[src/rtl/baud_pkg.sv]
package baud_pkg;
    typedef enum logic [1:0] {
        MODE_RELOAD_VIEW = 2'd0,
        MODE_LIVE_VIEW   = 2'd1,
        MODE_TIMER       = 2'd2
    } baud_mode_e;
endpackage

[src/rtl/baud_regs.sv]
module baud_regs #(
    parameter int CNT_W  = 16,
    parameter int BYTE_W = 8,
    parameter int ADDR_W = 2
) (
    input  logic              clk,
    input  logic              rst_n,
    input  logic              wr_en,
    input  logic [ADDR_W-1:0] wr_addr,
    input  logic [BYTE_W-1:0] wr_data,
    output logic [CNT_W-1:0]  reload_q,
    output logic              ctl_q
);
    localparam int NUM_BYTES = CNT_W / BYTE_W;

    // Byte lane i sits at address NUM_BYTES-1-i (most significant byte at address 0).
    always_ff @(posedge clk) begin
        if (!rst_n) begin
            reload_q <= '0;
            ctl_q    <= 1'b0;
        end else if (wr_en) begin
            for (int i = 0; i < NUM_BYTES; i++) begin
                if (wr_addr == ADDR_W'(NUM_BYTES - 1 - i))
                    reload_q[i*BYTE_W +: BYTE_W] <= wr_data;
            end
            if (wr_addr == ADDR_W'(NUM_BYTES))
                ctl_q <= wr_data[0];
        end
    end


    reload_hold_chk: assert property (@(posedge clk) disable iff (!rst_n)
        !$past(wr_en) |-> $stable(reload_q));
endmodule

[src/rtl/baud_counter.sv]
module baud_counter #(
    parameter int CNT_W = 16
) (
    input  logic             clk,
    input  logic             rst_n,
    input  logic [CNT_W-1:0] reload,
    output logic [CNT_W-1:0] count_q,
    output logic             tick
);
    logic [CNT_W-1:0] eff_reload;

    always_comb begin
        eff_reload = (reload == '0) ? CNT_W'(1) : reload;
    end

    always_ff @(posedge clk) begin
        if (!rst_n)
            count_q <= '0;
        else if (count_q == '0)
            count_q <= eff_reload - CNT_W'(1);
        else
            count_q <= count_q - CNT_W'(1);
    end

    assign tick = (count_q == '0);


    tick_width_chk: assert property (@(posedge clk) disable iff (!rst_n)
        (tick && reload > CNT_W'(1)) |=> !tick);


    count_step_chk: assert property (@(posedge clk) disable iff (!rst_n)
        !tick |=> (count_q == $past(count_q) - CNT_W'(1)));
endmodule

[src/rtl/baud_mode_fsm.sv]
module baud_mode_fsm
    import baud_pkg::*;
(
    input  logic       clk,
    input  logic       rst_n,
    input  logic       ctl,
    input  logic       rx_en,
    input  logic       tick,
    output baud_mode_e mode_q,
    output logic       live_view,
    output logic       irq
);
    baud_mode_e mode_d;

    // Transitions: clear / live / arm, taken from any state.
    always_comb begin
        if (!ctl)
            mode_d = MODE_RELOAD_VIEW;
        else if (rx_en)
            mode_d = MODE_LIVE_VIEW;
        else
            mode_d = MODE_TIMER;
    end

    always_ff @(posedge clk) begin
        if (!rst_n)
            mode_q <= MODE_RELOAD_VIEW;
        else
            mode_q <= mode_d;
    end

    always_comb begin
        live_view = 1'b0;
        irq       = 1'b0;
        unique case (mode_q)
            MODE_RELOAD_VIEW: begin
                live_view = 1'b0;
                irq       = 1'b0;
            end
            MODE_LIVE_VIEW: begin
                live_view = 1'b1;
                irq       = 1'b0;
            end
            MODE_TIMER: begin
                live_view = 1'b1;
                irq       = tick;
            end
            default: begin
                live_view = 1'b0;
                irq       = 1'b0;
            end
        endcase
    end


    irq_on_tick_chk: assert property (@(posedge clk) disable iff (!rst_n)
        irq |-> tick);


    irq_rx_off_chk: assert property (@(posedge clk) disable iff (!rst_n)
        irq |-> !$past(rx_en));


    irq_ctl_set_chk: assert property (@(posedge clk) disable iff (!rst_n)
        irq |-> $past(ctl));
endmodule

[src/rtl/baud_gen_ctl.sv]
module baud_gen_ctl
    import baud_pkg::*;
#(
    parameter int CNT_W  = 16,
    parameter int BYTE_W = 8,
    parameter int ADDR_W = 2
) (
    input  logic              clk,
    input  logic              rst_n,
    input  logic              wr_en,
    input  logic [ADDR_W-1:0] wr_addr,
    input  logic [BYTE_W-1:0] wr_data,
    input  logic [ADDR_W-1:0] rd_addr,
    output logic [BYTE_W-1:0] rd_data,
    input  logic              rx_en,
    output logic              baud_tick,
    output logic              rx_irq
);
    localparam int NUM_BYTES = CNT_W / BYTE_W;

    logic [CNT_W-1:0] reload_q;
    logic [CNT_W-1:0] count_q;
    logic             ctl_q;
    logic             live_view;
    logic             tick;
    baud_mode_e       mode_q;
    logic [CNT_W-1:0] view_src;

    baud_regs #(.CNT_W(CNT_W), .BYTE_W(BYTE_W), .ADDR_W(ADDR_W)) u_regs (
        .clk      (clk),
        .rst_n    (rst_n),
        .wr_en    (wr_en),
        .wr_addr  (wr_addr),
        .wr_data  (wr_data),
        .reload_q (reload_q),
        .ctl_q    (ctl_q)
    );

    baud_counter #(.CNT_W(CNT_W)) u_counter (
        .clk     (clk),
        .rst_n   (rst_n),
        .reload  (reload_q),
        .count_q (count_q),
        .tick    (tick)
    );

    baud_mode_fsm u_mode (
        .clk       (clk),
        .rst_n     (rst_n),
        .ctl       (ctl_q),
        .rx_en     (rx_en),
        .tick      (tick),
        .mode_q    (mode_q),
        .live_view (live_view),
        .irq       (rx_irq)
    );

    assign baud_tick = tick;
    assign view_src  = live_view ? count_q : reload_q;

    always_comb begin
        rd_data = '0;
        for (int i = 0; i < NUM_BYTES; i++) begin
            if (rd_addr == ADDR_W'(NUM_BYTES - 1 - i))
                rd_data = view_src[i*BYTE_W +: BYTE_W];
        end
        if (rd_addr == ADDR_W'(NUM_BYTES))
            rd_data = BYTE_W'(ctl_q);
    end


    live_low_read_chk: assert property (@(posedge clk) disable iff (!rst_n)
        (mode_q != MODE_RELOAD_VIEW && rd_addr == ADDR_W'(NUM_BYTES - 1))
            |-> rd_data == count_q[BYTE_W-1:0]);


    ctl_read_chk: assert property (@(posedge clk) disable iff (!rst_n)
        (rd_addr == ADDR_W'(NUM_BYTES)) |-> rd_data[BYTE_W-1:1] == '0);
endmodule

[config.mk]
export PLATFORM = sky130hd
export DESIGN_NAME = baud_gen_ctl
export DESIGN_NICKNAME = d
export VERILOG_FILES = /design/src/rtl/baud_pkg.sv /design/src/rtl/baud_regs.sv /design/src/rtl/baud_counter.sv /design/src/rtl/baud_mode_fsm.sv /design/src/rtl/baud_gen_ctl.sv
export SDC_FILE = /design/constraint.sdc
export NUM_CORES = 1
export LEC_CHECK = 0
export BUFFER_PORTS_ARGS = -buffer_cell sky130_fd_sc_hd__buf_2
export CAP_MARGIN = 30
export CELL_PAD_IN_SITES_DETAIL_PLACEMENT = 1
export CELL_PAD_IN_SITES_GLOBAL_PLACEMENT = 2
export CORE_ASPECT_RATIO = 0.8
export CORE_MARGIN = 8
export CORE_UTILIZATION = 38
export CTS_CLUSTER_SIZE = 25
export DETAILED_ROUTE_END_ITERATION = 8
export HOLD_SLACK_MARGIN = 0.05
export PLACE_DENSITY = 0.95
export SYNTH_ARGS = -nofsm -noshare
export SYNTH_HDL_FRONTEND = slang
export SYNTH_HIERARCHICAL = 1
export SYNTH_SLANG_ARGS = --single-unit
[constraint.sdc]
create_clock -name clk -period 6.2 [get_ports clk]
set_input_delay 0.62 -clock clk [delete_from_list [all_inputs] [get_ports clk]]
set_output_delay 0.62 -clock clk [all_outputs]
set_load 0.02 [all_outputs]
==> flow_metrics.tcl, run 1 <==
set metrics [dict create \
    run_status "finished, final reports clean" \
    fmax_mhz 303 \
    numPlacedInstances 335 \
    post_synth.cell_area_avg_sq_um 8.95 \
    r2r_end "u_counter/count_q[14]" \
    launch_point_of_the_worst_reg_to_reg_path "u_counter/count_q[6]" \
    wire_per_inst_um 20.2 \
    hold_class "flip-flop to flip-flop" \
    timing.reg2reg.worst_path_depth 9 \
    cts-root-to-sink-buffers 2 \
    grt.total_usage_pct 17.1 \
    power_density_nw_per_um2 396 \
    cp_slowest_cell "sky130_fd_sc_hd__nor4_1" \
    power.ir.vdd_worst_mv 0.162 \
    final_net_count 282 \
    totalWireLength_mm 6.89 \
    tightestPinTransition_ps 1060 \
    placed_area_sq_um 2320 \
    hold-path-cell-count 2 \
    post_cts_resized 0 \
    grt_start_max_net_pins 33 \
    min_period_ps 3300 \
    dieWidth_um 100 \
    start_kind "flip-flop" \
    first_global_vias 2155 \
    placement_rows 24 \
    finClkSkew_ps 4.88 \
    fin_area_sq_um 2400 \
    flow.area_growth_from_synthesis_pct 11.0 \
    grt_first_pass_wirelength_mm 11.4 \
    min_period_over_period_pct 53.3 \
    routed-via-count 2067 \
    reg2reg_slack_ps 3030 \
    cts_root_buf "sky130_fd_sc_hd__clkbuf_8" \
    synthArstFlopShare_pct 0 \
    synthDistinctLibCells 55 \
    place.port_buffers 25 \
    path_max_fanout 10 \
    timing_worst_setup_path_type "flip-flop to primary output" \
    mappedNetlistArea_sq_um 2170 \
    clkSlewWorstSetupHoldPaths_ps 70 \
    initial_core_util_pct 39.6 \
    postLayoutCoreUtil_pct 44.0 \
    report.power.total_mw 0.952 \
    diodes 0 \
    cp_slowest_stage_delay_ps 700 \
    power.leakage_nw 0.948 \
    residual_drc_count 0 \
    drive_above_1_share_pct 20.8 \
    worst_ep_required_time_ps 5580 \
    cts_tree "done" \
    worstHoldStart "u_regs/ctl_q" \
    report.final.hold_viol_count 0 \
    grt_antenna_before_repair 0 \
    critical_path.endpoint_type "primary output" \
    setup-violations-final 0 \
    number_of_violations_reported_at_the_end_of_detailed_routing_iteration_0 139 \
    coreArea_sq_um 5470 \
    clock_latency_ps 300 \
    num_clock_sinks 35 \
    postSynthRegisterBits 35 \
    cp.arrival_ps 2680 \
    floorplan.die.height_um 83.5 \
    dp_hpwl_mm 4.92 \
    syn_nets 260 \
    synth_edf_count 0 \
    rsz0062_at_grt "false" \
    post_cts_hold_buffer_count 0 \
    dominantRegCellSynth "sky130_fd_sc_hd__dfxtp_1" \
    htree_num_levels 2 \
    drt-vias-per-instance 6.04 \
    postSynthCellCount 242 \
    pin_count 26 \
    post_synthesis_sequential_area_ratio_pct 32.4 \
    crit_path_cell_trace "nor4_1 -> nand3_1 -> nor2_2 -> and2_1 -> buf_2" \
    min_to "u_regs/ctl_q" \
    timing.max_slew.rel_slack_pct 28.5 \
    max-cap-violations 0 \
    fin_cells 342 \
    synth_warnings 6 \
    fin_setup_tns_ps 0 \
    gr-total-overflow 0 \
    timing_max_transition_violations_final 0 \
    design.die.area_sq_um 8390 \
    replace_congestion 0.903 \
    cts_setup_buffers 0 \
    ant_nets 0 \
    drtPass1Iterations 4 \
    cts-buffers-inserted 5 \
]
[worst max-delay path by stage]
stage / start / to / slack (ps)
CTS: u_counter/count_q[6] / rx_irq / 2960
finish: u_counter/count_q[6] / rx_irq / 2900
detailed placement: u_counter/count_q[6] / u_counter/count_q[14] / 3140
floorplan: u_counter/count_q[10] / u_counter/count_q[14] / 3620
global placement: u_counter/count_q[6] / u_counter/count_q[14] / 3280
global route: u_counter/count_q[6] / rx_irq / 2780
[power breakdown]
part | leakage, nW | internal (mW) | switching, mW
Clock | 0.0470 | 0.0873 | 0.0880
Sequential | 0.286 | 0.265 | 0.0560
Combinational | 0.615 | 0.164 | 0.291
Total | 0.948 | 0.516 | 0.435
[cell families after synthesis]
kind of cell	count (synthesis)	share of synthesized area [%]
flops	35	32.4
fa+ha+maj	2	1.16
compound gates	49	16.3
simple gates	110	27.8
xor+xnor	4	1.62
buf+inv	16	4.68
mux	26	16.1
[critical path, delay by kind of cell (launching register included)]
family        cells  cell delay [ps]
buf+inv           1              160
flops             1              360
simple gates      4             1860
[metal layers]
metal,vias up,routed length (um),global-route usage [%],part of all wire (%)
met1,1005,3220,22.2,47
met3,19,432,3.92,6.3
met2,86,3090,26.5,45
li1,957,-,-,-
met4,0,155,6.71,2.2
met5,-,0,0,0
[state kept, by name (all words and copies together) (netlist names)]
signal             cells
u_counter/count_q     16
u_regs/ctl_q           1
u_mode/mode_q          2
u_regs/reload_q       16
[Yosys cell counts, types with 2 or more instances]
library cell / instances / area, sq um
sky130_fd_sc_hd__or3_1: 2 / 12.5
sky130_fd_sc_hd__clkbuf_2: 2 / 10.0
sky130_fd_sc_hd__and3_1: 2 / 12.5
sky130_fd_sc_hd__ha_1: 2 / 25.0
sky130_fd_sc_hd__a31oi_1: 14 / 87.6
sky130_fd_sc_hd__nand3_1: 4 / 20.0
sky130_fd_sc_hd__mux2i_1: 19 / 190
sky130_fd_sc_hd__xor2_1: 2 / 17.5
sky130_fd_sc_hd__a311o_1: 2 / 20.0
sky130_fd_sc_hd__and2_1: 3 / 18.8
sky130_fd_sc_hd__or4_1: 2 / 15.0
sky130_fd_sc_hd__xnor2_1: 2 / 17.5
sky130_fd_sc_hd__nand2_1: 31 / 116
sky130_fd_sc_hd__nor2_1: 22 / 82.6
sky130_fd_sc_hd__a211oi_1: 4 / 30.0
sky130_fd_sc_hd__or3_4: 2 / 22.5
sky130_fd_sc_hd__nand3b_1: 7 / 52.6
sky130_fd_sc_hd__nor2b_1: 6 / 37.5
sky130_fd_sc_hd__o21a_1: 2 / 15.0
sky130_fd_sc_hd__or2_2: 2 / 12.5
sky130_fd_sc_hd__a21oi_1: 7 / 35.0
sky130_fd_sc_hd__nor3_1: 6 / 30.0
sky130_fd_sc_hd__dfxtp_1: 35 / 701
sky130_fd_sc_hd__buf_6: 4 / 45.0
sky130_fd_sc_hd__o21ai_0: 3 / 15.0
sky130_fd_sc_hd__nor4_1: 8 / 50.1
sky130_fd_sc_hd__a21o_1: 2 / 15.0
sky130_fd_sc_hd__buf_4: 2 / 15.0
sky130_fd_sc_hd__o31a_1: 3 / 26.3
sky130_fd_sc_hd__clkbuf_1: 3 / 11.3
sky130_fd_sc_hd__mux4_2: 7 / 158
sky130_fd_sc_hd__nand4_1: 4 / 25.0
sky130_fd_sc_hd__inv_1: 4 / 15.0
[final cells by class]
| cell class | count | area [sq um] |
|---|---|---|
| repair buffers | 27 | 140 |
| flip-flops and latches | 35 | 701 |
| clock buffers | 6 | 82.6 |
| multi-input cells | 191 | 1360 |
| well taps | 78 | 97.6 |
| fillers | 686 | 3060 |
| clock inverters | 1 | 5.00 |
| inverters | 4 | 15.0 |
[cell usage in the layout (no fill, tap or decap), types with 6 or more instances in the layout]
master	synthesis	routed
sky130_fd_sc_hd__a21oi_1	7	7
sky130_fd_sc_hd__buf_2	1	25
sky130_fd_sc_hd__nand3b_1	7	7
sky130_fd_sc_hd__nand2_1	31	31
sky130_fd_sc_hd__clkbuf_8	0	6
sky130_fd_sc_hd__nor4_1	8	8
sky130_fd_sc_hd__nor2_1	22	22
sky130_fd_sc_hd__mux2i_1	19	19
sky130_fd_sc_hd__nor2b_1	6	6
sky130_fd_sc_hd__a31oi_1	14	14
sky130_fd_sc_hd__nor3_1	6	6
sky130_fd_sc_hd__mux4_2	7	7
sky130_fd_sc_hd__dfxtp_1	35	35
[through the flow]
step / setup WS [ps] / hold slack (ps)
2_1_floorplan: 3620 / 455
4_1_cts: 2960 / 508
6_report: 2900 / 502
3_3_place_gp: 3280 / 488
5_1_grt: 2780 / 545
3_5_place_dp: 3140 / 496
No activity file was read; power rests on OpenSTA's default activity.
==> inputs of run 2 (changes only) <==
ABC_AREA = 1   (was not set)
CORE_UTILIZATION = 28   (was 38)
PLACE_DENSITY = 0.86   (was 0.95)
clock period = 2.99 ns   (was 6.2 ns; I/O delays follow)
==> run 2 against run 1 <==
- non-clock buffer count shrank 1
- largest cell class unchanged
- combinational power grew to 2.9 times the previous value
- largest power group unchanged
- final cell count grew 51%
- sequential share of layout area shrank 2.5 points
- worst hold slack lost 330 ps
- sequential cell count is the same
- clock skew grew 3.8 ps
- cell area grew 9.3%
==> flow_metrics.tcl, run 2 <==
set metrics [dict create \
    timing_worst_setup_path_type "flip-flop to flip-flop" \
    reg.largest.list "u_counter/count_q: 16 flops, u_regs/reload_q: 16 flops, u_mode/mode_q: 2 flops" \
    min_period_ps 2360 \
    htree_num_levels 2 \
    number_of_violations_reported_at_the_end_of_detailed_routing_iteration_0 163 \
    syn_nets 399 \
    post_cts_resized 0 \
    place.port_buffers 25 \
    final_net_count 420 \
    cp_slowest_cell "sky130_fd_sc_hd__nor2_2" \
    post_cts_hold_buffer_count 0 \
    finClkSkew_ps 8.67 \
    final_common_cell "sky130_fd_sc_hd__nand2_1" \
    clock_latency_ps 290 \
    floorplan.die.height_um 97.9 \
    diodes 0 \
    yosysTopAreaCellShare_pct 29.8 \
    start_kind "flip-flop" \
    worst_ep_required_time_ps 3170 \
    cts-root-to-sink-buffers 2 \
    totalWireLength_mm 6.95 \
    routed-via-count 2309 \
    postSynthRegisterBits 35 \
    pin_count 26 \
    residual_drc_count 0 \
    grt_start_max_net_pins 28 \
    clkSlewWorstSetupHoldPaths_ps 80 \
    power.leakage_nw 1.30 \
    run_status "finished, final reports clean" \
    post_synthesis_sequential_area_ratio_pct 29.8 \
    coreArea_sq_um 8330 \
    synth_most_common_cell "sky130_fd_sc_hd__nand2_1" \
    path_max_fanout 13 \
    hold_class "primary input to flip-flop" \
    synth_edf_count 0 \
    tightestPinTransition_ps 623 \
    initial_core_util_pct 28.2 \
    first_global_vias 2285 \
    replace_congestion 0.838 \
    hold-path-cell-count 2 \
    fin_setup_tns_ps 0 \
    dieWidth_um 118 \
    cts_root_buf "sky130_fd_sc_hd__clkbuf_8" \
    drtPass1Iterations 4 \
    design.die.area_sq_um 11600 \
    crit_path_cell_trace "nor2_1 -> nand2_1 -> nor2_2 -> nand2_1 -> inv_2 -> a21oi_2 -> ha_1 -> nand3_1 -> inv_2 -> a21oi_1 -> nor2_1" \
    cp.arrival_ps 2540 \
    gr-total-overflow 0 \
    critical_path.endpoint_type "flip-flop" \
    drive_above_1_share_pct 18.6 \
    num_clock_sinks 35 \
    drt-vias-per-instance 4.48 \
    cts_tree "done" \
    grt.total_usage_pct 12.5 \
    synthDominantAreaCellType "sky130_fd_sc_hd__dfxtp_1" \
    post_synth.cell_area_avg_sq_um 6.17 \
    setup-violations-final 0 \
    report.power.total_mw 2.34 \
    dp_hpwl_mm 5.43 \
    synth_warnings 6 \
    timing.max_slew.rel_slack_pct 58.4 \
    timing_max_transition_violations_final 0 \
    grt_first_pass_wirelength_mm 11.8 \
    placement_rows 30 \
    ant_nets 0 \
    cp_slowest_stage_delay_ps 520 \
    synthTopCellsByCount "86 x sky130_fd_sc_hd__nand2_1, 69 x sky130_fd_sc_hd__inv_1, 65 x sky130_fd_sc_hd__nor2_1" \
    final.fill_count 1137 \
    mappedNetlistArea_sq_um 2350 \
    power.ir.vdd_worst_mv 0.284 \
    dominantRegCellSynth "sky130_fd_sc_hd__dfxtp_1" \
    seqCellArea_sq_um 701 \
    multi_input_area_sq_um 1280 \
    power_density_nw_per_um2 890 \
    report.final.hold_viol_count 0 \
    cts_setup_buffers 0 \
    synthArstFlopShare_pct 0 \
    cts-buffers-inserted 5 \
    timing.reg2reg.worst_path_depth 11 \
    min_period_over_period_pct 78.9 \
    postSynthCellCount 381 \
    commonest_non_fill_non_tap_cells_in_the_layout "86 x sky130_fd_sc_hd__nand2_1, 69 x sky130_fd_sc_hd__inv_1, 65 x sky130_fd_sc_hd__nor2_1" \
    fmax_mhz 424 \
    rsz0062_at_grt "false" \
    flow.area_growth_from_synthesis_pct 11.8 \
    max-cap-violations 0 \
    netlist_top_cells_area "sky130_fd_sc_hd__dfxtp_1 30%, sky130_fd_sc_hd__nand2_1 14%, sky130_fd_sc_hd__inv_1 11%" \
    synthDistinctLibCells 23 \
    grt_antenna_before_repair 0 \
    wire_per_inst_um 13.5 \
]
## run 2: critical path, delay by kind of cell, from the launching register on
kind | cells | cell delay [ps]
DFF | 1 | 340
AOI/OAI and AO/OA | 2 | 280
and+or+nand+nor | 6 | 1160
buffers and inverters | 2 | 200
adders and majority gates | 1 | 250
## run 2: layout make-up
class | count | share of cell area [%]
Inverter | 74 | 10.6
Clock inverter | 2 | 0.619
Sequential cell | 35 | 26.7
Tap cell | 112 | 5.33
Timing Repair Buffer | 26 | 5.05
Multi-Input combinational cell | 260 | 48.6
Clock buffer | 6 | 3.14
## run 2: logic make-up after synthesis
group | synth area share (%)
AND/OR/NAND/NOR | 42.5
buffers and inverters | 15.8
AO/OA/AOI/OAI | 10.8
flip-flops | 29.8
adder cells (fa/ha/maj) | 1.06
## run 2: stage by stage
step | util [%] | cell area, sq um | cells | setup WS, ps | hold WS [ps]
2_1_floorplan | - | 2350 | 381 | 1350 | 371
3_3_place_gp | 30.3 | 2530 | 507 | 864 | 478
3_5_place_dp | 30.3 | 2530 | 507 | 723 | 481
4_1_cts | 31.5 | 2630 | 515 | 669 | 164
5_1_grt | 31.5 | 2630 | 515 | 476 | 157
6_report | 31.5 | 2630 | 515 | 631 | 174
## run 2: report_power, final
group / internal, mW / total [mW] / leakage [nW] / switching, mW
clock: 0.188 / 0.371 / 0.0474 / 0.183
combinational: 0.381 / 1.30 / 0.964 / 0.924
sequential: 0.571 / 0.662 / 0.287 / 0.0916
## run 2: final timing paths
| path | start | to | slack [ps] |
|---|---|---|---|
| worst min register to register | u_regs/ctl_q | u_mode/mode_q[1] | 490 |
| worst max register to register | u_counter/count_q[5] | u_counter/count_q[14] | 630 |
| worst min-delay path | rx_en | u_mode/mode_q[1] | 170 |
| worst max-delay path | u_counter/count_q[5] | u_counter/count_q[14] | 630 |
## run 2: per-layer routing
layer | up-vias | global-route usage, % | part of all wire, %
met5 | - | 0 | 0
met3 | 4 | 2.25 | 4.6
met4 | 0 | 4.07 | 1.3
met2 | 33 | 18.9 | 43
met1 | 1069 | 17.5 | 51
li1 | 1203 | - | -
==> inputs of run 3 (changes only) <==
CORE_UTILIZATION = 31   (was 28)
PLACE_DENSITY = 0.9   (was 0.86)
clock period = 2.2 ns   (was 2.99 ns; I/O delays follow)
==> run 3 against run 2 <==
- count of clock-buffer cells in the layout unchanged
- power grew 39%
- sequential share of layout area shrank 0.076 points
- highest routed layer unchanged
- core utilization up 4.1 points
- largest cell class unchanged
- non-clock buffer count up 4
==> flow_metrics.tcl, run 3 (synthesis results as in run 2) <==
set metrics [dict create \
    grt_antenna_before_repair 0 \
    final_net_count 424 \
    cts-buffers-inserted 5 \
    share_seq_of_total_power_pct 27.5 \
    multi_input_area_sq_um 1280 \
    timing_worst_setup_path_type "flip-flop to primary output" \
    post_cts_resized 0 \
    report.power.total_mw 3.24 \
    switching_part_of_the_total_power_pct 51.5 \
    cts_tree "done" \
    final.fill_count 1017 \
    floorplan.die.height_um 93.9 \
    max-cap-violations 0 \
    hold-path-cell-count 2 \
    wire_per_inst_um 14.4 \
    critical_path.endpoint_type "primary output" \
    totalWireLength_mm 7.39 \
    dieWidth_um 113 \
    place.port_buffers 25 \
    cts_root_buf "sky130_fd_sc_hd__clkbuf_8" \
    setup-violations-final 0 \
    power_report.internal_total_mw 1.57 \
    cts-root-to-sink-buffers 2 \
    worst_ep_required_time_ps 1980 \
    ant_nets 0 \
    net-switching-power_mw 1.67 \
    placement_rows 28 \
    rsz0062_at_grt "false" \
    power_density_nw_per_um2 1230 \
    design.die.area_sq_um 10600 \
    drive_above_1_share_pct 19.2 \
    timing_max_transition_violations_final 0 \
    dp_hpwl_mm 5.88 \
    number_of_violations_reported_at_the_end_of_detailed_routing_iteration_0 66 \
    start_kind "flip-flop" \
    initial_core_util_pct 31.8 \
    residual_drc_count 0 \
    commonest_non_fill_non_tap_cells_in_the_layout "86 x sky130_fd_sc_hd__nand2_1, 69 x sky130_fd_sc_hd__inv_1, 65 x sky130_fd_sc_hd__nor2_1" \
    final_common_cell "sky130_fd_sc_hd__nand2_1" \
    htree_num_levels 2 \
    num_clock_sinks 35 \
    pin_count 26 \
    drt-vias-per-instance 4.57 \
    clock_latency_ps 300 \
    drtPass1Iterations 4 \
    seqCellArea_sq_um 701 \
    min_period_ps 2030 \
    power.combinational.fraction_pct 57.6 \
    gr-total-overflow 0 \
    cp.arrival_ps 1810 \
    finClkSkew_ps 8.59 \
    power.ir.vdd_worst_mv 0.426 \
    holdWs_ps 84.9 \
    hold_class "primary input to flip-flop" \
    grt_first_pass_wirelength_mm 12.4 \
    fmax_mhz 491 \
    clkSlewWorstSetupHoldPaths_ps 70 \
    path_max_fanout 31 \
    routed-via-count 2341 \
    grt_start_max_net_pins 32 \
    report.final.hold_viol_count 0 \
    flow.area_growth_from_synthesis_pct 12.1 \
    timing.max_slew.rel_slack_pct 71.9 \
    power.leakage_nw 1.31 \
    diodes 0 \
    timing.reg2reg.worst_path_depth 12 \
    coreArea_sq_um 7390 \
    fin_setup_tns_ps 0 \
    replace_congestion 0.815 \
    cts_setup_buffers 0 \
    min_period_over_period_pct 92.5 \
    run_status "finished, final reports clean" \
    first_global_vias 2442 \
    tightestPinTransition_ps 420 \
    post_cts_hold_buffer_count 0 \
    grt.total_usage_pct 14.7 \
    power.share.clock_pct 14.9 \
    reg.largest.list "u_counter/count_q: 16 flops, u_regs/reload_q: 16 flops, u_mode/mode_q: 2 flops" \
]
[run 3: cell type report]
cell class	instances	area share [%]
Multi-Input combinational cell	260	48.5
Sequential cell	35	26.6
Inverter	74	10.5
Timing Repair Buffer	30	6.17
Tap cell	105	4.99
Clock buffer	6	2.75
Clock inverter	2	0.475
[run 3: critical path: stages (launching register included)]
cell and delay, ps:
sky130_fd_sc_hd__dfxtp_1 310, sky130_fd_sc_hd__inv_1 40, sky130_fd_sc_hd__ha_1 280, sky130_fd_sc_hd__inv_1 50
sky130_fd_sc_hd__buf_4 290, sky130_fd_sc_hd__nand2_1 90, sky130_fd_sc_hd__o211ai_1 100, sky130_fd_sc_hd__nand2_1 150
sky130_fd_sc_hd__buf_2 200
[run 3: power by group through the flow]
stage          combinational, mW  sequential, mW  clock, mW
3_5_place_dp                1.85           0.910          0
4_1_cts                     1.86           0.894      0.500
6_report                    1.87           0.893      0.483
3_3_place_gp                1.82           0.903          0
2_1_floorplan               1.45           0.870          0
5_1_grt                     2.10           0.914      0.526
[run 3: worst paths after layout]
path / from / to / slack, ps
worst max-delay path: u_mode/mode_q[0] / rd_data[5] / 170
worst min-delay path: rx_en / u_mode/mode_q[1] / 80
worst max register to register: u_counter/count_q[7] / u_counter/count_q[14] / 220
worst min register to register: u_regs/ctl_q / u_mode/mode_q[0] / 530
[run 3: metrics by stage]
step	utilization (%)	std cells	setup WS, ps	instance area (sq um)
after floorplan	-	381	556	2350
after global placement	34.5	504	267	2550
after detailed placement	34.5	504	253	2550
after CTS	35.6	512	155	2640
after global routing	35.6	512	46.1	2640
final	35.6	512	165	2640
[run 3: metal layers]
layer  track usage [%]  part of all wire [%]  vias up
li1                  -                     -     1209
met1              19.5                    51     1088
met2              22.6                    43       37
met3              3.60                   5.0        7
met4              5.31                   1.1        0
met5                 0                     0        -
